==> config.mk <==
export PLATFORM = sky130hd
export DESIGN_NAME = usb_ep_ctrl
export DESIGN_NICKNAME = d
export VERILOG_FILES = /design/src/rtl/usb_ep_pkg.sv /design/src/rtl/usb_ep_slot.sv /design/src/rtl/usb_ep_hs_sel.sv /design/src/rtl/usb_ep_ctrl.sv
export SDC_FILE = /design/constraint.sdc
export NUM_CORES = 1
export LEC_CHECK = 0
export ABC_AREA = 1
export BUFFER_PORTS_ARGS = -buffer_cell sky130_fd_sc_hd__buf_4
export CORE_UTILIZATION = 50
export CTS_CLUSTER_SIZE = 20
export DETAILED_ROUTE_END_ITERATION = 8
export PLACE_DENSITY = 0.79
export SLEW_MARGIN = 0
export SYNTH_ARGS = -nofsm -noshare
export SYNTH_HDL_FRONTEND = slang
export SYNTH_SLANG_ARGS = --single-unit
==> constraint.sdc <==
create_clock -name clk -period 2.7 [get_ports clk]
set_input_delay 0.54 -clock clk [delete_from_list [all_inputs] [get_ports clk]]
set_output_delay 0.54 -clock clk [all_outputs]
set_load 0.1 [all_outputs]
==> src/rtl/usb_ep_pkg.sv <==
// Package: shared types for the endpoint status/handshake controller.
// Assumes: the control bits of a command word sit directly above the count.
package usb_ep_pkg;

    // Handshake choices returned for a token.
    typedef enum logic [1:0] {
        HS_IGNORE = 2'b00,
        HS_DATA   = 2'b01,
        HS_NAK    = 2'b10,
        HS_STALL  = 2'b11
    } hs_e;

    // Control bits of a command word, most significant first.
    typedef struct packed {
        logic active;
        logic disabled;
        logic stall;
        logic tog_rst;
        logic tog_val;
    } ep_ctl_t;

    localparam int CTL_W = 5;

endpackage

==> src/rtl/usb_ep_slot.sv <==
// Module: state of one endpoint direction (one slot).
// What it does: holds Active, Disabled, Stall, toggle and byte count. It applies,
// in this order: bus reset, skip, then either a firmware write (only when Active
// is clear after the skip) or a transfer (only when Active stays set after the
// skip), and finally the setup-token toggle force on control slots.
// Assumes: wr_en and xfer_en are already decoded for this slot.
module usb_ep_slot
    import usb_ep_pkg::*;
#(
    parameter int CNT_W   = 10,
    parameter bit IS_CTRL = 1'b0
) (
    input  logic             clk,
    input  logic             rst_n,
    input  logic             bus_rst,
    input  logic             skip,
    input  logic             wr_en,
    input  ep_ctl_t          wr_ctl,
    input  logic [CNT_W-1:0] wr_cnt,
    input  logic             xfer_en,
    input  logic [CNT_W-1:0] xfer_bytes,
    input  logic             xfer_short,
    input  logic             setup_tok,
    output logic             active,
    output logic             disabled,
    output logic             stall,
    output logic             toggle,
    output logic [CNT_W-1:0] count
);

    logic             setup_hit;
    logic             act_after_skip;
    logic [CNT_W-1:0] cnt_dec;
    logic             nxt_act, nxt_dis, nxt_stl, nxt_tog;
    logic [CNT_W-1:0] nxt_cnt;

    assign setup_hit      = IS_CTRL ? setup_tok : 1'b0;
    assign act_after_skip = active & ~skip;

    // Purpose: count left after a transfer, saturating at zero.
    assign cnt_dec = (count > xfer_bytes) ? (count - xfer_bytes) : '0;

    // Purpose: next-state selection in the fixed priority order.
    always_comb begin
        nxt_act = active;
        nxt_dis = disabled;
        nxt_stl = stall;
        nxt_tog = toggle;
        nxt_cnt = count;
        if (bus_rst) begin
            nxt_act = 1'b0;
            nxt_tog = 1'b0;
        end else begin
            if (skip) begin
                nxt_act = 1'b0;
            end
            if (wr_en && !act_after_skip) begin
                nxt_act = wr_ctl.active;
                nxt_dis = wr_ctl.disabled;
                nxt_stl = wr_ctl.stall;
                nxt_cnt = wr_cnt;
                if (wr_ctl.tog_rst) begin
                    nxt_tog = wr_ctl.tog_val;
                end
            end else if (xfer_en && act_after_skip) begin
                nxt_tog = ~toggle;
                nxt_cnt = cnt_dec;
                if (xfer_short || (cnt_dec == '0)) begin
                    nxt_act = 1'b0;
                end
            end
            if (setup_hit) begin
                nxt_tog = 1'b1;
            end
        end
    end

    // Purpose: slot state registers with synchronous reset.
    always_ff @(posedge clk) begin
        if (!rst_n) begin
            active   <= 1'b0;
            disabled <= 1'b1;
            stall    <= 1'b0;
            toggle   <= 1'b0;
            count    <= '0;
        end else begin
            active   <= nxt_act;
            disabled <= nxt_dis;
            stall    <= nxt_stl;
            toggle   <= nxt_tog;
            count    <= nxt_cnt;
        end
    end

    // a write to an active slot cannot clear Active.
    p_fw_keeps_active_r3: assert property (@(posedge clk) disable iff (!rst_n)
        active && wr_en && !skip && !bus_rst && !xfer_en |=> active);

    // a write to an active slot leaves its fields untouched.
    p_locked_fields_r3: assert property (@(posedge clk) disable iff (!rst_n)
        active && wr_en && !skip && !bus_rst && !xfer_en
        |=> $stable(disabled) && $stable(stall) && $stable(count));

    // a skip releases the buffer unless a write re-arms it at once.
    p_skip_clears_r4: assert property (@(posedge clk) disable iff (!rst_n)
        skip && !(wr_en && wr_ctl.active) |=> !active);

    // a transfer on an active slot flips the toggle.
    p_xfer_flips_r6: assert property (@(posedge clk) disable iff (!rst_n)
        active && xfer_en && !skip && !bus_rst && !wr_en && !setup_hit
        |=> toggle != $past(toggle));

    // the count never grows through a transfer.
    p_cnt_no_grow_r6: assert property (@(posedge clk) disable iff (!rst_n)
        active && xfer_en && !skip && !bus_rst |=> count <= $past(count));

    // a transfer on an idle slot changes nothing.
    p_idle_xfer_r8: assert property (@(posedge clk) disable iff (!rst_n)
        !active && xfer_en && !wr_en && !bus_rst
        |=> !active && $stable(count) && $stable(disabled));

    // a setup token leaves the control toggles at one.
    p_setup_toggle_r10: assert property (@(posedge clk) disable iff (!rst_n)
        setup_hit && !bus_rst |=> toggle);

    // a bus reset drops Active and the toggle.
    p_bus_reset_r11: assert property (@(posedge clk) disable iff (!rst_n)
        bus_rst |=> !active && !toggle);

endmodule

==> src/rtl/usb_ep_hs_sel.sv <==
// Module: handshake selection for the slot a token addresses.
// What it does: decodes tok_slot to a one-hot select and picks one of IGNORE,
// DATA, STALL or NAK from that slot's bits (Disabled, then Active, then Stall).
// It also returns the slot's remaining count.
// Assumes: slot numbers at or above NS are not valid and select nothing.
module usb_ep_hs_sel
    import usb_ep_pkg::*;
#(
    parameter int NS     = 6,
    parameter int SLOT_W = 3,
    parameter int CNT_W  = 10
) (
    input  logic                clk,
    input  logic                rst_n,
    input  logic                tok_valid,
    input  logic [SLOT_W-1:0]   tok_slot,
    input  logic [NS-1:0]       act_v,
    input  logic [NS-1:0]       dis_v,
    input  logic [NS-1:0]       stl_v,
    input  logic [NS*CNT_W-1:0] cnt_flat,
    output hs_e                 hs,
    output logic [CNT_W-1:0]    remain
);

    logic [NS-1:0] sel_oh;
    logic          s_hit, s_act, s_dis, s_stl;

    // Purpose: one-hot decode of the addressed slot.
    for (genvar i = 0; i < NS; i++) begin : g_dec
        assign sel_oh[i] = (tok_slot == SLOT_W'(i));
    end

    assign s_hit = |sel_oh;
    assign s_act = |(sel_oh & act_v);
    assign s_dis = |(sel_oh & dis_v);
    assign s_stl = |(sel_oh & stl_v);

    // Purpose: gather the count of the selected slot.
    always_comb begin
        remain = '0;
        for (int i = 0; i < NS; i++) begin
            if (sel_oh[i]) begin
                remain = remain | cnt_flat[i*CNT_W +: CNT_W];
            end
        end
    end

    // Purpose: priority choice of the handshake.
    always_comb begin
        if (!tok_valid || !s_hit || s_dis) begin
            hs = HS_IGNORE;
        end else if (s_act) begin
            hs = HS_DATA;
        end else if (s_stl) begin
            hs = HS_STALL;
        end else begin
            hs = HS_NAK;
        end
    end

    // at most one slot is ever selected.
    p_one_slot_r5: assert property (@(posedge clk) disable iff (!rst_n)
        $onehot0(sel_oh));

    // no handshake without a token.
    p_no_token_r5: assert property (@(posedge clk) disable iff (!rst_n)
        !tok_valid |-> hs == HS_IGNORE);

    // STALL only from an idle, enabled, stalled slot (Active wins).
    p_stall_idle_r5: assert property (@(posedge clk) disable iff (!rst_n)
        hs == HS_STALL |-> (sel_oh & act_v) == '0 && (sel_oh & stl_v) != '0
                          && (sel_oh & dis_v) == '0);

endmodule

==> src/rtl/usb_ep_ctrl.sv <==
// Module: top of the endpoint status and handshake controller.
// What it does: decodes firmware writes and transfer events onto 2*N_EP slots
// (slot = 2*endpoint + direction, slots 0/1 being control endpoint 0), keeps
// each slot's state and answers tokens with a handshake choice.
// Assumes: one write and one transfer at most per cycle; skip is per slot.
module usb_ep_ctrl
    import usb_ep_pkg::*;
#(
    parameter int N_EP   = 3,
    parameter int CNT_W  = 10,
    parameter int NS     = 2 * N_EP,
    parameter int SLOT_W = (NS > 1) ? $clog2(NS) : 1,
    parameter int WORD_W = CNT_W + CTL_W
) (
    input  logic              clk,
    input  logic              rst_n,
    input  logic              bus_rst,
    input  logic              wr_en,
    input  logic [SLOT_W-1:0] wr_slot,
    input  logic [WORD_W-1:0] wr_word,
    input  logic [NS-1:0]     skip,
    input  logic              setup_tok,
    input  logic              tok_valid,
    input  logic [SLOT_W-1:0] tok_slot,
    input  logic              xfer_valid,
    input  logic [SLOT_W-1:0] xfer_slot,
    input  logic [CNT_W-1:0]  xfer_bytes,
    input  logic              xfer_short,
    output logic [NS-1:0]     ep_active,
    output logic [NS-1:0]     ep_disabled,
    output logic [NS-1:0]     ep_stall,
    output logic [NS-1:0]     ep_toggle,
    output logic [1:0]        hs_code,
    output logic [CNT_W-1:0]  hs_remain
);

    ep_ctl_t          wr_ctl;
    logic [CNT_W-1:0] wr_cnt;
    logic [NS*CNT_W-1:0] cnt_flat;
    hs_e              hs;

    assign wr_ctl = ep_ctl_t'(wr_word[WORD_W-1:CNT_W]);
    assign wr_cnt = wr_word[CNT_W-1:0];

    // Purpose: one state slot per endpoint direction.
    for (genvar i = 0; i < NS; i++) begin : g_slot
        logic wr_hit, xfer_hit;
        assign wr_hit   = wr_en && (wr_slot == SLOT_W'(i));
        assign xfer_hit = xfer_valid && (xfer_slot == SLOT_W'(i));

        usb_ep_slot #(
            .CNT_W   (CNT_W),
            .IS_CTRL (i < 2)
        ) i_slot (
            .clk        (clk),
            .rst_n      (rst_n),
            .bus_rst    (bus_rst),
            .skip       (skip[i]),
            .wr_en      (wr_hit),
            .wr_ctl     (wr_ctl),
            .wr_cnt     (wr_cnt),
            .xfer_en    (xfer_hit),
            .xfer_bytes (xfer_bytes),
            .xfer_short (xfer_short),
            .setup_tok  (setup_tok),
            .active     (ep_active[i]),
            .disabled   (ep_disabled[i]),
            .stall      (ep_stall[i]),
            .toggle     (ep_toggle[i]),
            .count      (cnt_flat[i*CNT_W +: CNT_W])
        );
    end

    usb_ep_hs_sel #(
        .NS     (NS),
        .SLOT_W (SLOT_W),
        .CNT_W  (CNT_W)
    ) i_hs_sel (
        .clk       (clk),
        .rst_n     (rst_n),
        .tok_valid (tok_valid),
        .tok_slot  (tok_slot),
        .act_v     (ep_active),
        .dis_v     (ep_disabled),
        .stl_v     (ep_stall),
        .cnt_flat  (cnt_flat),
        .hs        (hs),
        .remain    (hs_remain)
    );

    assign hs_code = hs;

    // state registers leave reset with every slot disabled and idle.
    p_reset_state_r1: assert property (@(posedge clk)
        !rst_n |=> ep_active == '0 && ep_disabled == '1 && ep_toggle == '0);

endmodule

==> metrics.md <==
| Metric | Value |
|---|---|
| Setup TNS | 0 ns |
| Place WS | 0.0285 ns |
| Syn Nets | 1571 |
| Post-Syn Area per Cell | between 5 and 6 um^2 |
| Rows | 47 |
| Area grow syn2layout | 15.7% |
| Htree depth | 3 |
| Crit end category | output pin |
| Pwr dens | about 360 mW/mm^2 |
| Global-route wire length before repair | 47200 um |
| Clk_lat worst skew | 0.35 ns |
| Critical path arrival | approximately 2.1 ns |
| Worst Path Required | roughly 2.2 ns |
| Initial Util | between 50% and 60% |
| Share of layout cells above drive strength 1 | 14.6% |
| Global-route congestion overflow total | 0 |
| Yosys reg bits | 84 |
| Sequential share of the synthesized area | between 10% and 20% |
| Class of the worst hold path | in2reg |
| Initial antenna violation count | 0 |
| Worst R2R Start | g_slot[2].i_slot.count[0] |
| Total Routed Length | about 30000 um |
| Final Skew | between 0.008 and 0.009 ns |
| Crit path max-delay cell type | a221oi_1 |
| Most frequent cells in the layout | nand2_1, inv_1, buf_4, nor2_1, nand3_1 |
| Die X | around 130 um |
| Pin count of the biggest net entering global routing | 47 |
| Setup crit start kind | input pin |
| Yosys warns | 0 |
| Post-Layout Cell Count | around 1800 |
| Num CTS Buffers | 9 |
| Diodes inserted | 0 |
| CTS tree | yes |
| Mapped Area | between 0.008 and 0.009 mm^2 |
| Final Hold Vio Count | 0 |
| Crit-path leading delay family | buffers and inverters |
| Worst slew pin tran | 0.621 ns |
| Largest stage delay on the critical path | roughly 0.36 ns |
| Worst vdd ir | 0.317 mV |
| Detailed router's first-iteration violation count | between 1000 and 1500 |
| Max Cap Violations | 0 |
| Vias in the first global route | ~8900 |
| Clock transition at path regs | ~0.070 ns |
| Fin crit share | 97.1% |
| Maximum net fanout on the critical path | 6 |
| # hold bufs at CTS | 0 |
| Setup slack after layout | 0.0783 ns |
| Die footprint | 0.0180 mm^2 |
| Dpl cells | 1747 |
| # DRC | 0 |
| Final setup viols | 0 |
| TritonCTS Sinks | 84 |
| Fill cell count | 1632 |
| Setup repair bufs after CTS | 0 |
| Critical Path, Cell by Cell | buf_4 -> inv_1 -> nand2_1 -> buf_4 -> nor2_1 -> a221oi_1 -> nand3_1 -> buf_4 |
| Slew Viols, Final | 0 |
| Via/cell ratio | around 5.7 |
| CP Launch Point | tok_slot[2] |
| WS Path Type | in2out |
| Min-delay src | wr_word[12] |
| Detailed-route wire length per cell | 17.2 um |
| CTS Buffer Depth | 2 |
| Commonest non-fill, non-tap cell in the layout | nand2_1 |
| ANT nets after route | 0 |
| Core ar. | about 0.017 mm^2 |
| CP dominant cell by count | buf_4 |
| TritonRoute pass-1 iters | 6 |
| Netlist cell types | 47 |
| Count of buffers from port buffering | between 80 and 90 |
| Status | finished clean |
| Slew headroom | approximately 58% |
| Via count | between 10000 and 15000 |
| DP HPWL | around 24000 um |
| Die span in y | about 130 um |
| Fmax | ~0.38 GHz |
| CTS root buf | clkbuf_16 |
| RSZ-0062 raised after global routing | false |
| I/O pins | between 80 and 90 |
| WP buf/inv | 4 |
| Nets@finish | about 1700 |
| Gr usage total | between 30% and 40% |
| Pleak | 5.11 nW |
| Mapped Cells | about 1500 |
| Fin crit period | approximately 2.6 ns |
| Post-CTS sizing | 0 |
| GP Congestion | a little under 1 |
## path summary, 6_finish.rpt
path	end	slack (ns)	depth (start not counted)
max	hs_remain[9]	0.08	8
min	g_slot[4].i_slot.stall	0.43	3
max reg2reg	g_slot[2].i_slot.active	0.42	15
min reg2reg	g_slot[5].i_slot.disabled	0.51	2
## Yosys cell counts (all sizes together)
cell type	instances	share of area, %
a32o	1	0.11
fa	6	1.4
o211ai	1	0.086
nand3	97	6.1
buf	38	2.9
nand2	457	20
a211oi	6	0.52
dfxtp	84	19
nor3	12	0.93
a31oi	50	3.6
a221oi	16	1.6
o22ai	3	0.22
ha	60	8.6
a221o	1	0.11
nand4	41	3.3
a22oi	15	1.3
clkbuf	24	1.0
inv	226	9.7
o2111ai	3	0.30
dlygate4sd1	1	0.10
or2	7	0.50
o21ai	74	4.3
o221ai	2	0.20
a21oi	72	4.4
nor2	132	6.5
xor2	7	0.70
clkinv	2	0.086
nand3b	15	1.3
a211o	1	0.10
xnor2	3	0.30
## per-stage QoR
stage	power (mW)	util, %	cell area (um^2)	hold WS (ns)
floorplan	1.92	-	8740	0.450
global placement	2.25	58.0	9750	0.491
detailed placement	2.26	58.0	9750	0.503
CTS	3.59	59.9	10100	0.433
global route	3.76	60.0	10100	0.432
finish	3.63	60.0	10100	0.428
## logic make-up (layout without fill, tap and decap cells)
logic type / Yosys count / in the layout / synth area share (%)
and+or+nand+nor: 761 / 761 / 39.0
AOI/OAI and AO/OA: 245 / 245 / 16.9
adders and majority gates: 66 / 66 / 9.99
xor gates and xnor gates: 10 / 10 / 1.00
buffers and inverters: 291 / 377 / 13.9
DFF: 84 / 84 / 19.3
## final cells by class
cell class	count	area (um^2)	area share, %
Clock buffer	10	229	2.27
Clock inverter	6	96.3	0.955
Inverter	228	856	8.48
Multi-Input combinational cell	1082	5860	58.1
Sequential cell	84	1680	16.7
Tap cell	220	275	2.73
Timing Repair Buffer	133	1090	10.8
## registers in the layout, summed over array words and instances (netlist names)
signal	cells
g_slot.i_slot.count	60
g_slot.i_slot.active	6
g_slot.i_slot.disabled	6
g_slot.i_slot.stall	6
g_slot.i_slot.toggle	6
## tightest hold or removal path, cell delays in order
cell,delay (ns)
buf_4,0.08
nor2_1,0.03
nor2_1,0.09
## report_power, final
group          internal, mW  switching (mW)
clock network         0.823           0.551
registers              1.26          0.0283
logic                 0.321           0.646
total                  2.41            1.23
## per-layer routing
layer / part of all wire [%] / track usage [%] / vias to the layer above
met5: 0 / 0 / -
met4: 5.6 / 18.0 / 0
met3: 9.7 / 4.84 / 111
met2: 44 / 53.7 / 510
met1: 41 / 44.5 / 4471
li1: - / - / 4946
(Power assumes the default switching activity.)
